`src/rtl/irq_chain_pkg.sv`:
```
package irq_chain_pkg;

  typedef enum logic {
    ACK_IDLE = 1'b0,
    ACK_HOLD = 1'b1
  } ack_phase_t;

endpackage

```
`src/rtl/irq_rst_sync.sv`:
```
module irq_rst_sync (
  input  logic clk,
  input  logic rst_n,
  output logic rst_n_sync
);

  logic [1:0] sync_q;

  always_ff @(posedge clk or negedge rst_n) begin
    if (!rst_n) begin
      sync_q <= 2'b00;
    end else begin
      sync_q <= {sync_q[0], 1'b1};
    end
  end

  assign rst_n_sync = sync_q[1];

endmodule

```
`src/rtl/irq_slot.sv`:
```
module irq_slot (
  input  logic clk,
  input  logic rst_n,
  input  logic req_i,
  input  logic ien_i,
  input  logic take_i,
  input  logic done_i,
  output logic pend_o,
  output logic insvc_o
);

  logic pend_q, pend_d;
  logic svc_q, svc_d;
  logic upd;

  always_comb begin
    pend_d = ien_i & ((pend_q & ~take_i) | req_i);
    svc_d  = (svc_q & ~done_i) | take_i;
    upd    = req_i | take_i | done_i | (pend_q & ~ien_i);
  end

  always_ff @(posedge clk or negedge rst_n) begin
    if (!rst_n) begin
      pend_q <= 1'b0;
      svc_q  <= 1'b0;
    end else if (upd) begin
      pend_q <= pend_d;
      svc_q  <= svc_d;
    end
  end

  assign pend_o  = pend_q;
  assign insvc_o = svc_q;

endmodule

```
`src/rtl/irq_prio_chain.sv`:
```
module irq_prio_chain #(
  parameter int NCH  = 4,
  parameter int CH_W = 2
) (
  input  logic            iei_i,
  input  logic [NCH-1:0]  pend_i,
  input  logic [NCH-1:0]  insvc_i,
  output logic [NCH-1:0]  grant_o,
  output logic [NCH-1:0]  top_svc_o,
  output logic            win_v_o,
  output logic [CH_W-1:0] win_id_o,
  output logic            ieo_o
);

  logic en;
  logic seen;

  always_comb begin
    en        = iei_i;
    seen      = 1'b0;
    grant_o   = '0;
    top_svc_o = '0;
    win_v_o   = 1'b0;
    win_id_o  = '0;
    for (int i = 0; i < NCH; i++) begin
      grant_o[i] = en & pend_i[i] & ~insvc_i[i];
      if (grant_o[i]) begin
        win_v_o  = 1'b1;
        win_id_o = CH_W'(i);
      end
      top_svc_o[i] = insvc_i[i] & ~seen;
      seen         = seen | insvc_i[i];
      en           = en & ~pend_i[i] & ~insvc_i[i];
    end
    ieo_o = en;
  end

endmodule

```
`src/rtl/irq_vec.sv`:
```
module irq_vec
  import irq_chain_pkg::*;
#(
  parameter int VEC_W = 8,
  parameter int CH_W  = 2
) (
  input  logic             clk,
  input  logic             rst_n,
  input  logic             wr_en_i,
  input  logic [VEC_W-1:0] wr_data_i,
  input  logic             ack_i,
  input  logic             win_v_i,
  input  logic [CH_W-1:0]  win_id_i,
  output logic             take_o,
  output logic             vec_oe_o,
  output logic [VEC_W-1:0] vec_o
);

  localparam logic [VEC_W-1:0] LOW_MASK = VEC_W'((1 << (CH_W + 1)) - 1);

  ack_phase_t      phase_q, phase_d;
  logic            held_v_q, held_v_d;
  logic [CH_W-1:0] held_id_q, held_id_d;
  logic [VEC_W-1:0] base_q, base_d;
  logic            base_en;
  logic            start;
  logic [CH_W-1:0] cur_id;

  always_comb begin
    start     = ack_i & (phase_q == ACK_IDLE);
    phase_d   = ack_i ? ACK_HOLD : ACK_IDLE;
    held_v_d  = held_v_q;
    held_id_d = held_id_q;
    if (start) begin
      held_v_d  = win_v_i;
      held_id_d = win_id_i;
    end
    base_en = wr_en_i & ~wr_data_i[0];
    base_d  = wr_data_i;
  end

  always_ff @(posedge clk or negedge rst_n) begin
    if (!rst_n) begin
      phase_q   <= ACK_IDLE;
      held_v_q  <= 1'b0;
      held_id_q <= '0;
    end else begin
      phase_q   <= phase_d;
      held_v_q  <= held_v_d;
      held_id_q <= held_id_d;
    end
  end

  always_ff @(posedge clk or negedge rst_n) begin
    if (!rst_n) begin
      base_q <= '0;
    end else if (base_en) begin
      base_q <= base_d;
    end
  end

  always_comb begin
    cur_id   = start ? win_id_i : held_id_q;
    take_o   = start & win_v_i;
    vec_oe_o = ack_i & (start ? win_v_i : held_v_q);
    vec_o    = (base_q & ~LOW_MASK) | (VEC_W'(cur_id) << 1);
  end

endmodule

```
`src/rtl/irq_chain4.sv`:
```
module irq_chain4 #(
  parameter int NCH   = 4,
  parameter int VEC_W = 8
) (
  input  logic             clk,
  input  logic             rst_n,
  input  logic [NCH-1:0]   req_i,
  input  logic [NCH-1:0]   ien_i,
  input  logic             iei_i,
  input  logic             m1_i,
  input  logic             iorq_i,
  input  logic             reti_i,
  input  logic             wr_en_i,
  input  logic [VEC_W-1:0] wr_data_i,
  output logic             int_o,
  output logic             ieo_o,
  output logic             vec_oe_o,
  output logic [VEC_W-1:0] vec_o
);

  localparam int CH_W = (NCH > 1) ? $clog2(NCH) : 1;

  logic            rst_n_s;
  logic [NCH-1:0]  pend_w;
  logic [NCH-1:0]  insvc_w;
  logic [NCH-1:0]  grant_w;
  logic [NCH-1:0]  top_svc_w;
  logic [NCH-1:0]  take_w;
  logic [NCH-1:0]  done_w;
  logic            win_v_w;
  logic [CH_W-1:0] win_id_w;
  logic            take_any;
  logic            ack_w;

  assign ack_w = m1_i & iorq_i;

  irq_rst_sync u_rst (
    .clk        (clk),
    .rst_n      (rst_n),
    .rst_n_sync (rst_n_s)
  );

  irq_prio_chain #(.NCH(NCH), .CH_W(CH_W)) u_chain (
    .iei_i     (iei_i),
    .pend_i    (pend_w),
    .insvc_i   (insvc_w),
    .grant_o   (grant_w),
    .top_svc_o (top_svc_w),
    .win_v_o   (win_v_w),
    .win_id_o  (win_id_w),
    .ieo_o     (ieo_o)
  );

  irq_vec #(.VEC_W(VEC_W), .CH_W(CH_W)) u_vec (
    .clk       (clk),
    .rst_n     (rst_n_s),
    .wr_en_i   (wr_en_i),
    .wr_data_i (wr_data_i),
    .ack_i     (ack_w),
    .win_v_i   (win_v_w),
    .win_id_i  (win_id_w),
    .take_o    (take_any),
    .vec_oe_o  (vec_oe_o),
    .vec_o     (vec_o)
  );

  assign take_w = grant_w & {NCH{take_any}};
  assign done_w = top_svc_w & {NCH{reti_i}};

  for (genvar g = 0; g < NCH; g++) begin : g_slot
    irq_slot u_slot (
      .clk     (clk),
      .rst_n   (rst_n_s),
      .req_i   (req_i[g]),
      .ien_i   (ien_i[g]),
      .take_i  (take_w[g]),
      .done_i  (done_w[g]),
      .pend_o  (pend_w[g]),
      .insvc_o (insvc_w[g])
    );
  end

  assign int_o = win_v_w;

endmodule

```
`config.mk`:
```
export PLATFORM = sky130hd
export DESIGN_NAME = irq_chain4
export DESIGN_NICKNAME = d
export VERILOG_FILES = /design/src/rtl/irq_chain_pkg.sv /design/src/rtl/irq_rst_sync.sv /design/src/rtl/irq_slot.sv /design/src/rtl/irq_prio_chain.sv /design/src/rtl/irq_vec.sv /design/src/rtl/irq_chain4.sv
export SDC_FILE = /design/constraint.sdc
export NUM_CORES = 1
export LEC_CHECK = 0
export BUFFER_PORTS_ARGS = -buffer_cell sky130_fd_sc_hd__buf_2
export CAP_MARGIN = 20
export CORE_ASPECT_RATIO = 0.75
export CORE_UTILIZATION = 46
export DETAILED_ROUTE_END_ITERATION = 8
export HOLD_SLACK_MARGIN = 0.08
export PLACE_DENSITY = 0.82
export SYNTH_ARGS = -nofsm -noshare
export SYNTH_HDL_FRONTEND = slang
export SYNTH_SLANG_ARGS = --single-unit
```
`constraint.sdc`:
```
create_clock -name clk -period 1.55 [get_ports clk]
set_clock_uncertainty 0.05 [all_clocks]
set_input_delay 0.0775 -clock clk [delete_from_list [all_inputs] [get_ports clk]]
set_output_delay 0.0775 -clock clk [all_outputs]
set_load 0.02 [all_outputs]
```
==> flow_summary.toml, run 1 <==
[synth]
syn_avg_cell_area_um2 = 11.0
postSynthCellCount = 78
synth.most_common_cell = "dfrtp_1"
yosys.area.top_type_share_pct = 55.5
netlist_area_um2 = 857
syn_nets = 101
yosysTopAreaCell = "dfrtp_1"
synth_area_leaders = "dfrtp_1, mux2_2, o21ai_0"
yosysWarnings = 0
ys_seq_elements = 19
ys_seq_area_share_pct = 55.5
yosys-top-cells-count = "dfrtp_1, nand2_1, o21ai_0, mux2_2"
ys_types = 33
synth_flop_cell = "dfrtp_1"
synthArstFlopShare_pct = 100
synth-edff-count = 0

[route]
drt-initial-drc-count = 21
ant_nets = 0
drc = 0
wl_um = 3090
dr.pass1.iters = 4
via_per_inst = 5.42
post_drt_wl_per_cell_um = 18.6
routed-via-count = 899

[worst_setup_path]
r2r-end = "g_slot[3].u_slot.pend_o$_DFFE_PN0P_"
crit_type = "reg2out"
worstPathRequired_ns = 1.42
worstSetupStartpoint = "u_vec.phase_q$_DFF_PN0_"
cpLargestDelayFamily = "simple AND/OR/NAND/NOR gates"
reg2regPathDepth = 4
slowest_delay_ns = 0.40
cp-end-kind = "primary output"
cp_cell_sequence = "and3b_2, and3_4, a22o_4, buf_6"
r2r_start = "g_slot[3].u_slot.pend_o$_DFFE_PN0P_"
worst-r2r-setup-slack_ns = 0.01
arrival_ns = 1.51
crit_fanout = 5
startpoint_type = "flip-flop"
critPathSlowestCell = "dfrtp_1"
path_buf_inv = 1

[cells_and_area]
nNetsFinal = 168
seq_area_um2 = 482
nFillCells = 95
multi_input_area_um2 = 435
diodes = 0
syn_to_final_growth_pct = 72.0
design_area_mm2 = 0.00147
drive_gt1_share_pct = 50.7

[place]
post_dp_cell_area_mm2 = 0.00102
gp_congestion = 0.722
io_buffers = 30
dp_hpwl_um = 1300

[cts]
clkTransAtPathRegs_ns = 0.11
cts_sinks = 19
cts_tree = "yes"
clk_latency_ns = 0.31
ctsRootBufferMaster = "clkbuf_4"
cts_max_path_buffers = 2
numCtsBuffers = 3
cts.htree.levels = 1

[hold_path]
holdPathEnd = "g_slot[0].u_slot.pend_o$_DFFE_PN0P_"
worstHoldStart = "iei_i"
whs_path_depth = 4
hp-class = "in2reg"

[global_routing]
grt_pass1_vias = 790
grt_first_pass_wirelength_um = 3660
grt_start_max_net_pins = 18
antenna_found_initial = 0
grt-ovfl-total = 0
grt_usage_pct = 27.0

[flow_run]
cap_viol_max_count = 0

[timing]
rsz0062_at_grt = "true"
clock.fmax_mhz = 611
fin_ws_ns = -0.0879
hold_violations = 0
max_slew.worst_pin.slew_ns = 0.704
period_share_pct = 106
fin_crit_ns = 1.64
setup_viol = 5
relSlewSlack_pct = 53.1
final-max-slew-violation-count = 0

[pwr]
irDropWorstVdd_v = 0.000831
power_leakage_nw = 0.683
seq_power_share_pct = 49.2
p_int_mw = 0.823
switching_share_pct = 31.2
switching_power_mw = 0.374
total_power_mw = 1.20
pwr_density_cell_mw_per_mm2 = 813
power_frac_comb_pct = 29.6
p_clk_share_pct = 21.2

[outcome]
violations = "setup timing"
outcome = "finished, violations left"

[floorplan]
die_area_mm2 = 0.00204
rows = 13
die_w_um = 51.8
start_util_pct = 49.2
pin_count = 34
dieHeight_um = 39.4
core-area_mm2 = 0.00174
## cell usage in the layout (no fill, tap or decap), drive strengths merged, types with 2 or more instances in the layout
| cell type | count |
|---|---|
| nand2 | 7 |
| o211ai | 2 |
| dlygate4sd3 | 21 |
| clkbuf | 3 |
| dfrtp | 19 |
| a31oi | 2 |
| mux2 | 5 |
| nor2 | 3 |
| buf | 43 |
| a22o | 2 |
| nor2b | 2 |
| conb | 2 |
| inv | 4 |
| nand3 | 4 |
| o21ai | 7 |
## metrics by stage
stage / util [%] / setup TNS (ns) / setup slack (ns) / instances / hold WS, ns
floorplan: - / 0 / 0.0198 / 78 / -0.268
finish: 84.7 / -0.293 / -0.0879 / 166 / 0.109
detailed placement: 58.4 / 0 / 0.107 / 128 / -0.187
global route: 84.7 / -0.682 / -0.162 / 166 / 0.149
CTS: 79.7 / -0.190 / -0.0719 / 161 / 0.0865
global placement: 58.4 / 0 / 0.131 / 128 / -0.187
## what timing repair did
item / CTS / global route
resized for setup: 20 / 13
endpoints found under the setup margin: 5 / 5
hold buffers: 21 / 0
buffers inserted: 8 / 5
cloned: 0 / 0
pin swaps: 5 / 3
hold endpoints to repair: 14 / 0
## registers in the layout, summed over array words and instances, names as in the netlist
signal and count:
g_slot.u_slot.insvc_o 4, u_vec.base_q 5, u_vec.phase_q 1, u_rst.sync_q 2, u_vec.held_v_q 1, g_slot.u_slot.pend_o 4, u_vec.held_id_q 2
## kinds of logic after synthesis
| group | after synthesis | synth area share [%] |
|---|---|---|
| AOI/OAI and AO/OA | 19 | 15.2 |
| buffers and inverters | 6 | 3.94 |
| other | 2 | 0.876 |
| muxes | 6 | 7.74 |
| and+or+nand+nor | 26 | 16.8 |
| DFF | 19 | 55.5 |
## how the worst max path moves through the flow
| stage | to | cells past startpoint |
|---|---|---|
| 3_5_place_dp | vec_o[2] | 4 |
| 5_1_grt | vec_oe_o | 5 |
| 2_1_floorplan | u_vec.held_id_q[1]$_DFF_PN0_ | 3 |
| 6_report | vec_o[1] | 4 |
| 4_1_cts | vec_oe_o | 5 |
| 3_3_place_gp | vec_o[1] | 4 |
## layer usage
layer  vias up  part of all wire [%]  GRT usage, %
li1        409                     -             -
met3        10                   6.8          6.98
met2        54                    49          48.4
met4         0                   3.0          12.2
met1       426                    41          30.6
met5         -                     0             0
## final cells by class
type | count | share of cell area [%]
flip-flops and latches | 19 | 32.7
repair buffers | 64 | 33.0
clock inverters | 1 | 0.340
clock buffers | 3 | 1.53
inverters | 4 | 1.02
well taps | 22 | 1.87
multi-input cells | 53 | 29.5
## worst reg2reg max path, cell delays in order, from the launching register on
cell and delay, ns:
dfrtp_2 0.46, buf_4 0.15, o21ai_0 0.14, dlygate4sd3_1 0.56
a31oi_1 0.05
## power by group through the flow
| stage | logic [mW] | registers, mW | clock network (mW) |
|---|---|---|---|
| finish | 0.354 | 0.589 | 0.254 |
| global route | 0.377 | 0.594 | 0.287 |
| CTS | 0.300 | 0.579 | 0.260 |
| detailed placement | 0.205 | 0.590 | 0 |
| global placement | 0.198 | 0.587 | 0 |
| floorplan | 0.112 | 0.606 | 0 |
Power figures use the tool's default switching activity.
==> inputs of run 2 (changes only) <==
--- a/config.mk
+++ b/config.mk
@@ -7,11 +7,14 @@
 export LEC_CHECK = 0
 export BUFFER_PORTS_ARGS = -buffer_cell sky130_fd_sc_hd__buf_2
 export CAP_MARGIN = 20
+export CELL_PAD_IN_SITES_DETAIL_PLACEMENT = 1
+export CELL_PAD_IN_SITES_GLOBAL_PLACEMENT = 1
 export CORE_ASPECT_RATIO = 0.75
-export CORE_UTILIZATION = 46
+export CORE_UTILIZATION = 37
+export CTS_BUF_LIST = sky130_fd_sc_hd__clkbuf_4
 export DETAILED_ROUTE_END_ITERATION = 8
 export HOLD_SLACK_MARGIN = 0.08
-export PLACE_DENSITY = 0.82
+export PLACE_DENSITY = 0.87
 export SYNTH_ARGS = -nofsm -noshare
 export SYNTH_HDL_FRONTEND = slang
 export SYNTH_SLANG_ARGS = --single-unit
==> constraint.sdc (replaced) <==
create_clock -name clk -period 1.55 [get_ports clk]
set_clock_uncertainty 0.05 [all_clocks]
set_input_delay 0.31 -clock clk [delete_from_list [all_inputs] [get_ports clk]]
set_output_delay 0.31 -clock clk [all_outputs]
set_load 0.02 [all_outputs]
==> flow_summary.toml, run 2 (synthesis results as in run 1) <==
[place]
dpl_worst_slack_ns = -0.112
io_buffers = 30
gp_congestion = 0.784
placed_cells = 143
dp_hpwl_um = 1920

[floorplan]
die_area_mm2 = 0.00251
dieHeight_um = 43.7
pin_count = 34
die_w_um = 57.6
start_util_pct = 41.1
rows = 14
core-area_mm2 = 0.00208

[worst_setup_path]
crit_fanout = 3
cp_cell_sequence = "buf_6, nand3b_1, a22o_4, buf_6"
r2r-end = "u_vec.held_v_q$_DFF_PN0_"
path_buf_inv = 2
worst-r2r-setup-slack_ns = -0.12
arrival_ns = 1.56
slowest_delay_ns = 0.41
cpLargestDelayFamily = "flip-flops"
crit_type = "reg2out"
startpoint_type = "flip-flop"
cp_num_cells = 4
cp-end-kind = "primary output"
reg2regPathDepth = 8
critPathSlowestCell = "dfrtp_1"
worstPathRequired_ns = 1.19
r2r_start = "g_slot[3].u_slot.insvc_o$_DFFE_PN0P_"
cp_common_cell = "buf_6"

[timing]
period_share_pct = 124
max_slew.worst_pin.slew_ns = 0.682
fin_ws_ns = -0.365
final-max-slew-violation-count = 0
setup_viol = 6
relSlewSlack_pct = 54.6
rsz0062_at_grt = "true"
fin_crit_ns = 1.92
clock.fmax_mhz = 522
totalNegativeSetupSlack_ns = -1.76
hold_violations = 0

[cts]
cts_tree = "yes"
cts_max_path_buffers = 2
ctsRootBufferMaster = "clkbuf_4"
clk_latency_ns = 0.31
cts.htree.levels = 1
cts_sinks = 19
clkTransAtPathRegs_ns = 0.11
numCtsBuffers = 3

[cells_and_area]
diodes = 0
nNetsFinal = 164
drive_gt1_share_pct = 64.3
largest_reg_flops = 5
mostFrequentLayoutCells = "buf_4, buf_2, dfrtp_1, nand2_1, mux2_2"
instances_no_fill = 164
top_register = "u_vec.base_q"
syn_to_final_growth_pct = 63.7
mostFrequentLayoutCell = "buf_4"

[pwr]
power_leakage_nw = 0.680
irDropWorstVdd_v = 0.000524
total_power_mw = 1.25
pwr_density_cell_mw_per_mm2 = 889

[route]
routed-via-count = 896
wl_met1_um = 1380
route.top_layer_used = "met4"
ant_nets = 0
met3_length_um = 172
dr.pass1.iters = 6
post_drt_wl_per_cell_um = 21.3
wl_um = 3500
wl_met2_um = 1810
drt-initial-drc-count = 24
drc = 0
via_per_inst = 5.46

[hold_path]
hp-class = "in2reg"
holdPathEnd = "g_slot[0].u_slot.insvc_o$_DFFE_PN0P_"
whs_path_depth = 2
worstHoldStart = "reti_i"

[global_routing]
grt_usage_pct = 28.5
grt_start_max_net_pins = 18
grt_first_pass_wirelength_um = 5150
antenna_found_initial = 0
grt-ovfl-total = 0
grt_pass1_vias = 993

[outcome]
violations = "setup timing"
outcome = "finished, violations left"

[flow_run]
cap_viol_max_count = 0
## run 2: changes by cell type in the layout (fill, tap and decap cells not counted), moves of 2 or more
cell,previous run,this run
nand3_2,0,2
dfrtp_1,14,16
nor2_2,3,1
dlygate4sd3_1,21,1
buf_4,12,29
dfrtp_2,5,3
## run 2: cell type report
class / instances / area [um2]
sequential: 19 / 479
timing repair buffer: 60 / 403
fill: 233 / 682
clock buffer: 4 / 30.0
multi-input combinational: 53 / 445
inverter: 4 / 15.0
tap: 24 / 30.0
## run 2: repair_timing
action / CTS / global route
gates resized for setup: 20 / 12
pin swaps: 5 / 3
setup endpoints to repair: 5 / 6
setup buffers: 9 / 7
hold buffers: 1 / 0
endpoints found under the hold margin: 2 / 0
## run 2: how the worst max path moves through the flow
stage,startpoint,endpoint
detailed placement,u_vec.phase_q$_DFF_PN0_,vec_o[1]
global route,u_vec.phase_q$_DFF_PN0_,vec_o[1]
floorplan,g_slot[1].u_slot.pend_o$_DFFE_PN0P_,vec_oe_o
finish,u_vec.phase_q$_DFF_PN0_,vec_o[1]
CTS,u_vec.phase_q$_DFF_PN0_,vec_o[1]
global placement,u_vec.phase_q$_DFF_PN0_,vec_o[1]
## run 2: metal layers
metal	GRT usage, %	vias to the layer above
li1	-	398
met1	34.2	449
met2	52.3	35
met3	5.07	14
met4	9.27	0
met5	0	-
## run 2: power breakdown
part / internal (mW) / leakage [nW] / total (mW) / switching (mW)
sequential: 0.542 / 0.235 / 0.585 / 0.0426
combinational: 0.194 / 0.427 / 0.382 / 0.188
clock: 0.118 / 0.0184 / 0.280 / 0.162
## run 2: through the flow
step | util, % | hold slack, ns | area, um2
finish | 67.3 | 0.147 | 1400
global route | 67.3 | 0.159 | 1400
CTS | 62.4 | 0.160 | 1300
detailed placement | 53.8 | 0.0534 | 1120
global placement | 53.8 | 0.0451 | 1120
floorplan | - | -0.0356 | 863
## run 2: worst register-to-register path, delay by kind of cell (launching register included)
kind	cells	cell delay [ns]
buffers and inverters	5	0.64
flip-flops	1	0.46
AO/OA/AOI/OAI	2	0.28
AND/OR/NAND/NOR	1	0.17
==> inputs of run 3 (changes only) <==
==> constraint.sdc (replaced) <==
create_clock -name clk -period 1.55 [get_ports clk]
set_clock_uncertainty 0.05 [all_clocks]
set_input_delay 0.31 -clock clk [delete_from_list [all_inputs] [get_ports clk]]
set_output_delay 0.31 -clock clk [all_outputs]
set_load 0.1 [all_outputs]
==> flow_summary.toml, run 3 (synthesis results as in run 1) <==
[cts]
cts_tree = "yes"
cts.htree.levels = 1
cts_max_path_buffers = 2
cts_sinks = 19
numCtsBuffers = 3
clk_latency_ns = 0.30
ctsRootBufferMaster = "clkbuf_4"
clkTransAtPathRegs_ns = 0.10

[hold_path]
hp-class = "reg2async"

[floorplan]
start_util_pct = 41.1
die_area_mm2 = 0.00251
pin_count = 34
die_w_um = 57.6
core-area_mm2 = 0.00208
rows = 14
dieHeight_um = 43.7

[cells_and_area]
diodes = 0
top_register = "u_vec.base_q"
mostFrequentLayoutCell = "buf_2"
instances_no_fill = 160
mostFrequentLayoutCells = "buf_2, buf_4, dfrtp_1, nand2_1"
nNetsFinal = 160
largest_reg_flops = 5
syn_to_final_growth_pct = 67.6
drive_gt1_share_pct = 62.5

[global_routing]
grt_usage_pct = 26.4
grt-ovfl-total = 0
grt_use_met2_pct = 47.7
grt_start_max_net_pins = 11
grt_pass1_vias = 929
grt_use_met1_pct = 29.8
antenna_found_initial = 0
grt_first_pass_wirelength_um = 4620
grt-busiest-layer = "met2"
met3_usage_pct = 7.76

[worst_setup_path]
cpLargestDelayFamily = "flip-flops"
cp_cell_sequence = "and2b_2, buf_6, nand2_1, o211ai_1, buf_12"
worst-r2r-setup-slack_ns = 0.06
path_buf_inv = 2
slowest_delay_ns = 0.39
crit_type = "reg2out"
arrival_ns = 1.72
r2r_start = "g_slot[1].u_slot.insvc_o$_DFFE_PN0P_"
cp-end-kind = "primary output"
crit_fanout = 4
startpoint_type = "flip-flop"
critPathSlowestCell = "dfrtp_1"
reg2regPathDepth = 4
r2r-end = "g_slot[3].u_slot.insvc_o$_DFFE_PN0P_"
worstPathRequired_ns = 1.19

[route]
wl_um = 3300
post_drt_wl_per_cell_um = 20.6
drc = 1
routed-via-count = 874
ant_nets = 0
via_per_inst = 5.46
drt-initial-drc-count = 14
dr.pass1.iters = 6

[place]
dpl_worst_slack_ns = -0.192
io_buffers = 30
gp_congestion = 0.770
placed_cells = 149

[pwr]
power_leakage_nw = 0.676
pwr_density_cell_mw_per_mm2 = 1010
total_power_mw = 1.46
irDropWorstVdd_v = 0.000577

[timing]
period_share_pct = 134
setup_viol = 5
rsz0062_at_grt = "true"
clock.fmax_mhz = 482
fin_crit_ns = 2.08
hold_violations = 0
totalNegativeSetupSlack_ns = -2.09
fin_ws_ns = -0.526
final-max-slew-violation-count = 0

[outcome]
violations = "DRC, setup timing"
outcome = "finished, violations left"

[flow_run]
cap_viol_max_count = 0
==> run 3: cell count changes in the layout (fill, tap and decap cells not counted), sizes merged <==
cell  previous run  this run
buf             59        55
==> run 3: where the power goes <==
part / switching [mW] / total (mW) / internal [mW]
sequential: 0.0377 / 0.581 / 0.543
clock: 0.157 / 0.275 / 0.118
combinational: 0.394 / 0.601 / 0.206
==> run 3: routing by layer <==
metal	share of wire, %	vias up
met2	53	31
met1	39	436
met3	5.2	16
met4	3.5	0
li1	-	391
met5	0	-
==> run 3: metrics by stage <==
stage,instance area [um2],hold slack [ns],util (%)
finish,1440,0.105,68.9
detailed placement,1290,0.0481,62.0
CTS,1400,0.106,67.2
global route,1440,0.141,68.9
floorplan,928,-0.0356,-
global placement,1290,0.0459,62.0
==> run 3: repair_timing <==
item,CTS,global route
endpoints found under the setup margin,5,6
hold endpoints to repair,2,0
hold buffers,1,0
gates resized for setup,16,6
setup buffers,3,3
pin swaps,4,5
==> run 3: layout make-up <==
class	instances	area, um2
clock buffers	4	30.0
fillers	226	648
inverters	4	15.0
multi-input cells	53	445
flip-flops and latches	19	482
well taps	24	30.0
repair buffers	56	434
==> run 3: worst register-to-register path, delay by kind of cell, from the launching register on <==
family	cells	cell delay [ns]
compound gates	2	0.24
buf+inv	1	0.15
simple gates	1	0.50
flops	1	0.46
==> run 3: worst max-delay path by stage <==
stage,startpoint,to,slack (ns),cells past startpoint
final,g_slot[0].u_slot.insvc_o$_DFFE_PN0P_,vec_oe_o,-0.53,5
after global routing,u_vec.phase_q$_DFF_PN0_,vec_oe_o,-0.52,4
after CTS,u_vec.phase_q$_DFF_PN0_,vec_oe_o,-0.41,4
after detailed placement,u_vec.phase_q$_DFF_PN0_,vec_o[2],-0.19,4
after global placement,u_vec.phase_q$_DFF_PN0_,vec_o[2],-0.13,4
after floorplan,u_vec.phase_q$_DFF_PN0_,vec_oe_o,-1.02,4
